--- src/rtl/tc_pair_pkg.sv ---
package tc_pair_pkg;
    localparam int BYTE_W   = 8;
    localparam int NARROW_W = 5;   // low-byte bits used by the 13-bit layout

    typedef enum logic [1:0] {
        MODE_13     = 2'd0,
        MODE_16     = 2'd1,
        MODE_RELOAD = 2'd2,
        MODE_SPLIT  = 2'd3
    } tc_mode_e;

    typedef struct packed {
        logic     gate;
        logic     is_cnt;
        tc_mode_e mode;
    } tc_cfg_t;

    typedef enum logic [2:0] {
        A_CTRL = 3'd0,
        A_MODE = 3'd1,
        A_LO0  = 3'd2,
        A_HI0  = 3'd3,
        A_LO1  = 3'd4,
        A_HI1  = 3'd5
    } tc_addr_e;

    typedef enum logic [1:0] {
        EDGE_WAIT_HIGH = 2'd0,
        EDGE_ARMED     = 2'd1,
        EDGE_PENDING   = 2'd2
    } edge_st_e;
endpackage

--- src/rtl/tc_prescale.sv ---
module tc_prescale #(
    parameter int DIV = 12
) (
    input  logic clk,
    input  logic rst,
    output logic strobe
);
    localparam int W = (DIV > 1) ? $clog2(DIV) : 1;

    logic [W-1:0] ps;

    assign strobe = (ps == W'(DIV - 1));

    always_ff @(posedge clk) begin
        if (rst || strobe) ps <= '0;
        else               ps <= ps + 1'b1;
    end

    // strobe is a single-cycle pulse
    p_strobe_gap_r3: assert property (@(posedge clk) disable iff (rst)
        strobe |=> !strobe);
endmodule

--- src/rtl/tc_edge.sv ---
module tc_edge
    import tc_pair_pkg::*;
(
    input  logic clk,
    input  logic rst,
    input  logic strobe,
    input  logic pin,
    output logic fall_cnt
);
    edge_st_e state, state_n;

    always_ff @(posedge clk) begin
        if (rst) state <= EDGE_WAIT_HIGH;
        else     state <= state_n;
    end

    always_comb begin
        state_n  = state;
        fall_cnt = 1'b0;
        if (strobe) begin
            unique case (state)
                EDGE_WAIT_HIGH: if (pin) state_n = EDGE_ARMED;
                EDGE_ARMED:     if (!pin) state_n = EDGE_PENDING;
                EDGE_PENDING: begin
                    fall_cnt = 1'b1;
                    state_n  = pin ? EDGE_ARMED : EDGE_WAIT_HIGH;
                end
                default:        state_n = EDGE_WAIT_HIGH;
            endcase
        end
    end

    // one count per detected fall, never on consecutive cycles
    p_pulse_single_r5: assert property (@(posedge clk) disable iff (rst)
        fall_cnt |=> !fall_cnt);
endmodule

--- src/rtl/tc_chan.sv ---
module tc_chan
    import tc_pair_pkg::*;
#(
    parameter bit SPLIT = 1'b0
) (
    input  logic              clk,
    input  logic              rst,
    input  logic              strobe,
    input  tc_cfg_t           cfg,
    input  logic              run,
    input  logic              ext_cnt,
    input  logic              hi_run,
    input  logic              wr_lo,
    input  logic              wr_hi,
    input  logic [BYTE_W-1:0] wr_data,
    output logic [BYTE_W-1:0] tl,
    output logic [BYTE_W-1:0] th,
    output logic              ovf_lo,
    output logic              ovf_hi
);
    localparam int WIDE_W = BYTE_W + NARROW_W;

    logic [BYTE_W-1:0] tl_n, th_n;
    logic              tick, hi_tick;

    assign tick    = run & (cfg.is_cnt ? ext_cnt : strobe);
    assign hi_tick = SPLIT && (cfg.mode == MODE_SPLIT) && hi_run && strobe;

    always_comb begin
        tl_n   = tl;
        th_n   = th;
        ovf_lo = 1'b0;
        ovf_hi = 1'b0;
        if (tick) begin
            unique case (cfg.mode)
                MODE_13: begin
                    {th_n, tl_n[NARROW_W-1:0]} = {th, tl[NARROW_W-1:0]} + WIDE_W'(1);
                    ovf_lo = &{th, tl[NARROW_W-1:0]};
                end
                MODE_16: begin
                    {th_n, tl_n} = {th, tl} + (2*BYTE_W)'(1);
                    ovf_lo = &{th, tl};
                end
                MODE_RELOAD: begin
                    ovf_lo = &tl;
                    tl_n   = (&tl) ? th : tl + 1'b1;
                end
                MODE_SPLIT: if (SPLIT) begin
                    tl_n   = tl + 1'b1;
                    ovf_lo = &tl;
                end
            endcase
        end
        if (hi_tick) begin
            th_n   = th + 1'b1;
            ovf_hi = &th;
        end
        if (wr_lo) tl_n = wr_data;
        if (wr_hi) th_n = wr_data;
    end

    always_ff @(posedge clk) begin
        if (rst) begin
            tl <= '0;
            th <= '0;
        end else begin
            tl <= tl_n;
            th <= th_n;
        end
    end

    // 16-bit overflow lands on zero
    p_wrap16_r7: assert property (@(posedge clk) disable iff (rst)
        (cfg.mode == MODE_16 && ovf_lo && !wr_lo && !wr_hi) |=> (tl == '0 && th == '0));
    // reload layout copies the high byte into the low byte on overflow
    p_reload_r8: assert property (@(posedge clk) disable iff (rst)
        (cfg.mode == MODE_RELOAD && ovf_lo && !wr_lo) |=> (tl == $past(th)));
endmodule

--- src/rtl/tc_pair.sv ---
module tc_pair
    import tc_pair_pkg::*;
#(
    parameter int DIV = 12
) (
    input  logic       clk,
    input  logic       rst,
    input  logic [2:0] addr,
    input  logic       wr_en,
    input  logic [7:0] wr_data,
    output logic [7:0] rd_data,
    input  logic [1:0] t_in,
    input  logic [1:0] gate_in,
    input  logic [1:0] irq_ack,
    output logic [1:0] irq
);
    localparam int NCH    = 2;
    localparam int B_TF1  = 7;
    localparam int B_TR1  = 6;
    localparam int B_TF0  = 5;
    localparam int B_TR0  = 4;

    logic [BYTE_W-1:0]          tcon, tcon_n, tmod;
    logic                       strobe;
    logic [NCH-1:0]             fall, run, ovf_lo, ovf_hi, tr;
    logic [NCH-1:0][BYTE_W-1:0] tl, th;
    tc_cfg_t                    cfg [NCH];
    logic                       wr_ctrl;

    assign cfg[0]  = tc_cfg_t'(tmod[3:0]);
    assign cfg[1]  = tc_cfg_t'(tmod[7:4]);
    assign tr      = {tcon[B_TR1], tcon[B_TR0]};
    assign wr_ctrl = wr_en && (addr == A_CTRL);
    assign irq     = {tcon[B_TF1], tcon[B_TF0]};

    tc_prescale #(.DIV(DIV)) u_ps (.clk(clk), .rst(rst), .strobe(strobe));

    for (genvar g = 0; g < NCH; g++) begin : g_ch
        assign run[g] = tr[g] & (~cfg[g].gate | gate_in[g]);

        tc_edge u_edge (
            .clk(clk), .rst(rst), .strobe(strobe),
            .pin(t_in[g]), .fall_cnt(fall[g])
        );

        tc_chan #(.SPLIT(g == 0)) u_chan (
            .clk(clk), .rst(rst), .strobe(strobe), .cfg(cfg[g]),
            .run(run[g]), .ext_cnt(fall[g]), .hi_run(tcon[B_TR1]),
            .wr_lo(wr_en && addr == 3'(A_LO0 + 2*g)),
            .wr_hi(wr_en && addr == 3'(A_HI0 + 2*g)),
            .wr_data(wr_data), .tl(tl[g]), .th(th[g]),
            .ovf_lo(ovf_lo[g]), .ovf_hi(ovf_hi[g])
        );
    end

    always_comb begin
        tcon_n = tcon;
        if (wr_ctrl) begin
            tcon_n = wr_data;
        end else begin
            if (irq_ack[0]) tcon_n[B_TF0] = 1'b0;
            if (irq_ack[1]) tcon_n[B_TF1] = 1'b0;
        end
        if (ovf_lo[0])              tcon_n[B_TF0] = 1'b1;
        if (ovf_lo[1] || (|ovf_hi)) tcon_n[B_TF1] = 1'b1;
    end

    always_ff @(posedge clk) begin
        if (rst) begin
            tcon <= '0;
            tmod <= '0;
        end else begin
            tcon <= tcon_n;
            if (wr_en && addr == A_MODE) tmod <= wr_data;
        end
    end

    always_comb begin
        unique case (addr)
            A_CTRL:  rd_data = tcon;
            A_MODE:  rd_data = tmod;
            A_LO0:   rd_data = tl[0];
            A_HI0:   rd_data = th[0];
            A_LO1:   rd_data = tl[1];
            A_HI1:   rd_data = th[1];
            default: rd_data = '0;
        endcase
    end

    // overflow sets flag 1 on the next edge
    p_tf1_set_r11: assert property (@(posedge clk) disable iff (rst)
        (ovf_lo[1] || ovf_hi[0]) |=> irq[1]);
    // a lone acknowledge clears flag 0
    p_ack_clear_r11: assert property (@(posedge clk) disable iff (rst)
        (irq_ack[0] && !ovf_lo[0] && !wr_ctrl) |=> !irq[0]);
    // channel 1 in split layout holds its count
    p_split_hold_r10: assert property (@(posedge clk) disable iff (rst)
        (cfg[1].mode == MODE_SPLIT && !(wr_en && (addr == A_LO1 || addr == A_HI1)))
        |=> ($stable(tl[1]) && $stable(th[1])));
endmodule

--- config.mk ---
export PLATFORM = sky130hd
export DESIGN_NAME = tc_pair
export DESIGN_NICKNAME = d
export VERILOG_FILES = /design/src/rtl/tc_pair_pkg.sv /design/src/rtl/tc_prescale.sv /design/src/rtl/tc_edge.sv /design/src/rtl/tc_chan.sv /design/src/rtl/tc_pair.sv
export SDC_FILE = /design/constraint.sdc
export NUM_CORES = 1
export LEC_CHECK = 0
export BUFFER_PORTS_ARGS = -buffer_cell sky130_fd_sc_hd__buf_2
export CAP_MARGIN = 40
export CORE_MARGIN = 5
export CORE_UTILIZATION = 30
export CTS_CLUSTER_SIZE = 12
export DETAILED_ROUTE_END_ITERATION = 8
export PLACE_DENSITY = 0.52
export SYNTH_ARGS = -nofsm -noshare
export SYNTH_HDL_FRONTEND = slang
export SYNTH_SLANG_ARGS = --single-unit
--- constraint.sdc ---
create_clock -name clk -period 2.2 [get_ports clk]
set_clock_uncertainty 0.1 [all_clocks]
set_input_delay 0.22 -clock clk [delete_from_list [all_inputs] [get_ports clk]]
set_output_delay 0.22 -clock clk [all_outputs]
set_load 0.05 [all_outputs]
==> out/qor.yml, run 1 <==
yosys:
  netlist_top_cells_area: "dfxtp_1 29%, mux2i_1 6.3%, nor2_1 6.3%"
  synth_fa_ha_area_share_pct: 2.93
  synth_seq_cells: 56
  synth_top_cell_area_share_pct: 29.2
  yosysTopAreaCell: "dfxtp_1"
  yosysMostFrequentCell: "nor2_1"
  synth_area_per_cell_um2: 7.90
  synth.distinct_cells: 70
  synth_top_family_by_area: "simple AND/OR/NAND/NOR gates"
  synth_area_um2: 3840
  synthXorXnorAreaFrac_pct: 2.97
  synth_edf_count: 0
  yosys.area_share.simple_pct: 27.2
  synth_nets: 515
  ys.flop_type: "dfxtp_1"
  ys_async_sr_fraction_pct: 0
  ys_warn_count: 0
  synth-compound-area-share_pct: 25.6
  synthMuxAreaShare_pct: 6.84
  netlist_top_cells_count: "64 x nor2_1, 56 x dfxtp_1, 41 x nand2_1, 27 x a21oi_1, 24 x mux2i_1"
  syn_inst: 486
  yosysSeqAreaShare_pct: 29.2
cells_and_area:
  utilization_pct: 36.5
  fin_nets: 561
  multi_input_area_um2: 2570
  drive_gt1_share_pct: 18.9
  regArea_um2: 1120
  nFillCells: 1329
  syn2layout_area_growth_pct: 19.6
  diodes: 0
clock_network:
  ctsHoldBuffers: 0
  cts.sinks: 56
  cts_resized: 0
  cts_root_buf: "clkbuf_16"
  cts_setup_buffers: 0
  cts_buffers: 5
  cts_max_level: 2
  cts_tree: "yes"
  clkLatencyLatePin_ns: 0.31
  clk_pin_slew_ns: 0.08
  clockBufferDepth: 2
worst_hold_path:
  min_to: "g_ch[1].u_edge.state[0]"
  min_from: "t_in[1]"
  min_path_cells: 3
  hold_class: "in -> reg"
route:
  drt-initial-drc-count: 374
  wl_mm: 13.3
  wl_per_cell_um: 18.9
  firstDrtPassIters: 5
  drc: 0
  dr_total_vias: 3926
  vias_per_cell: 5.57
  drtAntennaViolNets: 0
place:
  io_buffers: 29
  hpwlAfterDp_mm: 9.97
  place_ws_ns: 0.0592
  place.gp.congestion: 0.900
timing:
  fin_ws_ns: 0.0945
  hold_viol_final: 0
  drv_slew: 0
  relSlewSlack_pct: 63.6
  fin_crit_sh_pct: 95.7
  rsz0062_at_grt: "yes"
  post-route-min-period_ns: 2.11
  finalSetupViolCount: 0
  worstMarginPinSlew_ns: 0.545
  clock.fmax_mhz: 475
setup_path:
  reg2reg_slack_ns: 0.09
  crit_family: "compound AO/OA/AOI/OAI gates"
  worstPathArrival_ns: 2.20
  crit_buf_inv: 1
  critPathSlowestCell: "dfxtp_1"
  timing.critical_path.from: "u_ps.ps[0]"
  worstRegToRegCells: 7
  path_cells: "ha_2, and3b_1, o2111ai_4, o211a_1, buf_4, o31a_1, o32a_1"
  worst_setup_path_end_kind: "flop"
  cpPeakStageDelay_ns: 0.36
  required_ns: 2.30
  r2r_end: "g_ch[0].u_chan.th[5]"
  startpoint_type: "flop"
  r2r_start: "u_ps.ps[0]"
  criticalPathCategory: "reg -> reg"
  crit_fanout: 7
power:
  totalPowerFinal_w: 0.00234
  p_leak_nw: 1.66
  power_density_nw_per_um2: 510
  ir_worst_vdd_mv: 0.253
global_route:
  grt_pass1_vias: 3707
  grt_max_degree: 23
  grt_pass1_wl_mm: 20.7
  use_met1_pct: 24.9
  grtUsageTotal_pct: 18.0
  grt_most_used_layer: "met2"
  antenna_found_initial: 1
  grt-ovfl-total: 0
  met2_usage_pct: 27.6
  grtUsageMet3_pct: 3.11
floorplan:
  fp-row-count: 41
  io_pins: 30
  die_area_um2: 15200
  chipHeight_um: 123
  die_w_um: 123
  coreArea_um2: 12600
  initial_utilization_pct: 30.6
flow_run:
  maxCapViolCount: 0
run_status:
  status: "finished, final reports clean"
==> metal layers <==
layer	wire, µm	share of wire, %	up-vias
li1	-	-	1903
met1	6180	46	1878
met2	6000	45	115
met3	704	5.3	28
met4	415	3.1	2
met5	7	0.053	-
==> worst max-delay path by stage <==
stage,slack [ns],to,depth (start not counted)
3_3_place_gp,0.12,g_ch[0].u_chan.th[4],6
2_1_floorplan,0.02,rd_data[4],4
4_1_cts,0.04,g_ch[0].u_chan.th[5],7
5_1_grt,-0.03,g_ch[0].u_chan.th[3],6
6_report,0.09,g_ch[0].u_chan.th[5],7
3_5_place_dp,0.06,g_ch[0].u_chan.th[5],7
==> cells in the final DEF (no fill, tap or decap), types with 11 or more instances in the layout <==
| master | n |
|---|---|
| dfxtp_1 | 53 |
| a21oi_1 | 24 |
| buf_4 | 42 |
| buf_2 | 29 |
| mux2i_1 | 24 |
| nand3_1 | 18 |
| a221oi_1 | 11 |
| nor3_1 | 14 |
| nand2_1 | 41 |
| nor2_1 | 64 |
| inv_1 | 14 |
| nand2b_1 | 13 |
| o21ai_0 | 11 |
| a211oi_1 | 14 |
==> registers in the layout, indices dropped and copies added (netlist names) <==
signal	count
g_ch.u_chan.th	16
u_ps.ps	4
g_ch.u_chan.tl	16
tmod	8
tcon	8
g_ch.u_edge.state	4
==> layout make-up <==
cell class / count / area share (%)
clock buffers: 5 / 2.73
inverters: 14 / 1.14
repair buffers: 71 / 10.0
multi-input cells: 384 / 56.0
well taps: 172 / 4.69
clock inverters: 3 / 0.927
flip-flops and latches: 56 / 24.5
==> worst reg2reg max path, stage by stage, from the launching register on <==
cell       delay (ns)
dfxtp_1          0.36
ha_2             0.25
and3b_1          0.24
o2111ai_4        0.12
o211a_1          0.31
buf_4            0.19
o31a_1           0.28
o32a_1           0.17
==> through the flow <==
step / std cells / hold slack [ns] / area [µm²] / setup TNS [ns]
4_1_cts: 705 / 0.0591 / 4560 / 0
5_1_grt: 705 / 0.0901 / 4590 / -0.0654
3_3_place_gp: 697 / 0.339 / 4390 / 0
2_1_floorplan: 486 / 0.256 / 3860 / 0
6_report: 705 / 0.0663 / 4590 / 0
3_5_place_dp: 697 / 0.353 / 4390 / 0
==> cell families (layout without fill, tap and decap cells) <==
kind of cell / after synthesis / in the layout
AOI/OAI and AO/OA: 132 / 132
xor gates and xnor gates: 13 / 13
adders and majority gates: 9 / 9
buffers and inverters: 46 / 93
DFF: 56 / 56
muxes: 25 / 25
and+or+nand+nor: 205 / 205
==> power by group <==
group          total [W]  internal, W  switching [W]
Combinational   0.000290     0.000106       0.000185
Clock           0.000969     0.000538       0.000431
Sequential       0.00108      0.00104      0.0000403
Power figures use the tool's default switching activity.
==> run 2, diff against run 1 <==
--- a/config.mk
+++ b/config.mk
@@ -5,12 +5,14 @@
 export SDC_FILE = /design/constraint.sdc
 export NUM_CORES = 1
 export LEC_CHECK = 0
+export ABC_AREA = 1
 export BUFFER_PORTS_ARGS = -buffer_cell sky130_fd_sc_hd__buf_2
 export CAP_MARGIN = 40
 export CORE_MARGIN = 5
 export CORE_UTILIZATION = 30
 export CTS_CLUSTER_SIZE = 12
 export DETAILED_ROUTE_END_ITERATION = 8
+export GPL_TIMING_DRIVEN = 0
 export PLACE_DENSITY = 0.52
 export SYNTH_ARGS = -nofsm -noshare
 export SYNTH_HDL_FRONTEND = slang
==> run 2 against run 1 <==
- wire length up 4.7%
- final cell count up 16%
- worst setup slack better by 0.080 ns
- sequential share of layout area up 0.65 points
- flip-flop and latch count unchanged
- core utilization down 2.5 points
- combinational power down 13%
- design area down 2.9%
- via count up 5.6%
- area after synthesis up 2.8%
- highest routed layer is now met4
==> out/qor.yml, run 2 <==
place:
  hpwlAfterDp_mm: 11.0  # +11%
  place.gp.congestion: 0.893  # -0.76%
  numPlacedInstances: 811  # +16%
  io_buffers: 28  # -3.4%
  placed_cell_area_um2: 4310  # -1.9%
setup_path:
  critPathSlowestCell: "dfxtp_1"
  crit_buf_inv: 2  # +1
  cpPeakStageDelay_ns: 0.50  # +0.14 ns
  worstPathArrival_ns: 2.10  # -0.10 ns
  worst_setup_path_end_kind: "flop"
  startpoint_type: "flop"
  crit_fanout: 10  # +3
  required_ns: 2.27  # -0.03 ns
  crit_family: "simple AND/OR/NAND/NOR gates"
  criticalPathCategory: "reg -> reg"
  path_cells: "ha_1, nand2_2, nor2_2, nand2_1, inv_1, nand2_2, inv_1, nand2_1, o211ai_1, a31oi_1"
yosys:
  synth_top_cell_area_share_pct: 28.4  # -0.79 points
  ys_warn_count: 0  # unchanged
  yosysSeqAreaShare_pct: 28.4  # -0.79 points
  synth_area_um2: 3950  # +2.8%
  synth_seq_cells: 56  # unchanged
  ys.flop_type: "dfxtp_1"
  synth_nets: 636  # +23%
  netlist_top_cells_area: "dfxtp_1 28%, nand2_1 13%, inv_1 7.2%"
  synth_area_per_cell_um2: 6.50  # -18%
  yosysTopAreaCell: "dfxtp_1"
  yosysMostFrequentCell: "nand2_1"
  syn_inst: 607  # +25%
  synth_edf_count: 0  # unchanged
  netlist_top_cells_count: "139 x nand2_1, 76 x inv_1, 56 x dfxtp_1, 50 x a21oi_1, 45 x nor2_1"
  synth.distinct_cells: 45  # -36%
  ys_async_sr_fraction_pct: 0  # unchanged
timing:
  fin_crit_sh_pct: 92.1  # -3.6 points
  relSlewSlack_pct: 54.0  # -9.7 points
  tns_ns: 0  # unchanged
  drv_slew: 0  # unchanged
  hold_viol_final: 0  # unchanged
  hold_slack_ns: 0.107  # +0.0403 ns
  clock.fmax_mhz: 494  # +4.0%
  finalSetupViolCount: 0  # unchanged
  post-route-min-period_ns: 2.03  # -0.0803 ns
  worstMarginPinSlew_ns: 0.690  # +0.145 ns
  rsz0062_at_grt: "no"
route:
  wl_mm: 13.9  # +4.7%
  firstDrtPassIters: 5  # unchanged
  drc: 0  # unchanged
  vias_per_cell: 5.06  # -9.1%
  drt-initial-drc-count: 377  # +0.80%
  wl_per_cell_um: 17.0  # -9.9%
  dr_total_vias: 4145  # +5.6%
  drtAntennaViolNets: 0  # unchanged
global_route:
  grt_max_degree: 20  # -13%
  grt_pass1_vias: 3881  # +4.7%
  grtUsageTotal_pct: 17.6  # -0.33 points
  antenna_found_initial: 0  # -1
  grt_pass1_wl_mm: 22.1  # +6.8%
  grt-ovfl-total: 0  # unchanged
cells_and_area:
  diodes: 0  # unchanged
  design_area_um2: 4460  # -2.9%
  reg.largest.list: "g_ch.u_chan.th (16), g_ch.u_chan.tl (16)"
  nFillCells: 1440  # +8.4%
  drive_gt1_share_pct: 15.1  # -3.9 points
  final_cell_mix: "139 x nand2_1, 76 x inv_1, 56 x dfxtp_1"
  final_cells: 819  # +16%
  syn2layout_area_growth_pct: 12.9
  fin_nets: 671  # +20%
  final_common_cell: "nand2_1"
clock_network:
  clkLatencyLatePin_ns: 0.30  # about the same
  cts_tree: "yes"
  cts_buffers: 5  # unchanged
  cts.sinks: 56  # unchanged
  clockBufferDepth: 2  # unchanged
  cts_max_level: 2  # unchanged
  ctsHoldBuffers: 0  # unchanged
  clk_pin_slew_ns: 0.08  # about the same
  cts_setup_buffers: 0  # unchanged
  cts_root_buf: "clkbuf_16"
  cts_resized: 0  # unchanged
power:
  clkPwrFrac_pct: 39.1  # -2.3 points
  ir_worst_vdd_mv: 0.329  # +30%
  p_sw_w: 0.000625  # -4.7%
  p_leak_nw: 1.77  # +6.1%
  power_density_nw_per_um2: 486  # -4.7%
  pwr-share-comb_pct: 11.6  # -0.8 points
  p_sw_share_pct: 28.9  # +0.83 points
  seq_power_share_pct: 49.3  # +3.1 points
  internal-power_w: 0.00154  # -8.5%
worst_hold_path:
  hold_class: "in -> reg"
floorplan:
  coreArea_um2: 13100  # +4.1%
  die_area_um2: 15500  # +2.5%
  fp-row-count: 42  # +2.4%
  io_pins: 30  # unchanged
  initial_utilization_pct: 30.2  # -0.39 points
  die_w_um: 125  # +1.3%
  chipHeight_um: 125  # +1.3%
run_status:
  status: "finished, final reports clean"
flow_run:
  maxCapViolCount: 0  # unchanged
run 2: metrics by stage:
step	power, W	worst slack (ns)	utilization [%]
final	0.00217	0.175	34.1
after global routing	0.00227	0.0203	34.1
after CTS	0.00220	0.137	34.1
after global placement	0.00134	0.203	32.9
after detailed placement	0.00134	0.211	32.9
after floorplan	0.00124	0.498	-
run 2: area by class of cell:
class / count / area, µm² / share of cell area [%]
Tap cell: 176 / 220 / 4.94
Multi-Input combinational cell: 449 / 2420 / 54.3
Clock inverter: 3 / 25.0 / 0.561
Buffer: 13 / 65.1 / 1.46
Clock buffer: 5 / 125 / 2.81
Timing Repair Buffer: 28 / 140 / 3.14
Inverter: 89 / 342 / 7.66
Sequential cell: 56 / 1120 / 25.2
run 2: cell families after synthesis:
logic type / Yosys count / share of synthesized area, %
compound gates: 155 / 23.6
xor+xnor: 13 / 2.89
fa+ha+maj: 9 / 2.85
buf+inv: 102 / 10.3
flops: 56 / 28.4
simple gates: 272 / 31.9
run 2: layer usage:
layer	part of all wire (%)	routed length, µm	GRT usage, %
met2	48	6660	29.5
met1	45	6250	24.0
met5	0	0	0
met3	6.1	856	2.66
met4	1.3	181	3.80
run 2: power by group through the flow:
stage	Clock, W	Combinational [W]	Sequential [W]
after global placement	0	0.000247	0.00109
after CTS	0.000879	0.000250	0.00107
after floorplan	0	0.000158	0.00108
final	0.000846	0.000251	0.00107
after global routing	0.000922	0.000278	0.00107
after detailed placement	0	0.000249	0.00109
run 2: tightest hold or removal path, delay by kind of cell:
family | cells | cell delay [ns]
buffers and inverters | 1 | 0.09
AND/OR/NAND/NOR | 2 | 0.09
AO/OA/AOI/OAI | 1 | 0.05
run 2: worst paths after layout:
path | slack [ns] | cells past startpoint | startpoint | end
min reg2reg | 0.36 | 1 | u_ps.ps[0] | u_ps.ps[0]
min | 0.11 | 4 | t_in[0] | g_ch[0].u_edge.state[1]
max | 0.17 | 10 | g_ch[0].u_chan.tl[0] | g_ch[0].u_chan.tl[4]
max reg2reg | 0.17 | 10 | g_ch[0].u_chan.tl[0] | g_ch[0].u_chan.tl[4]
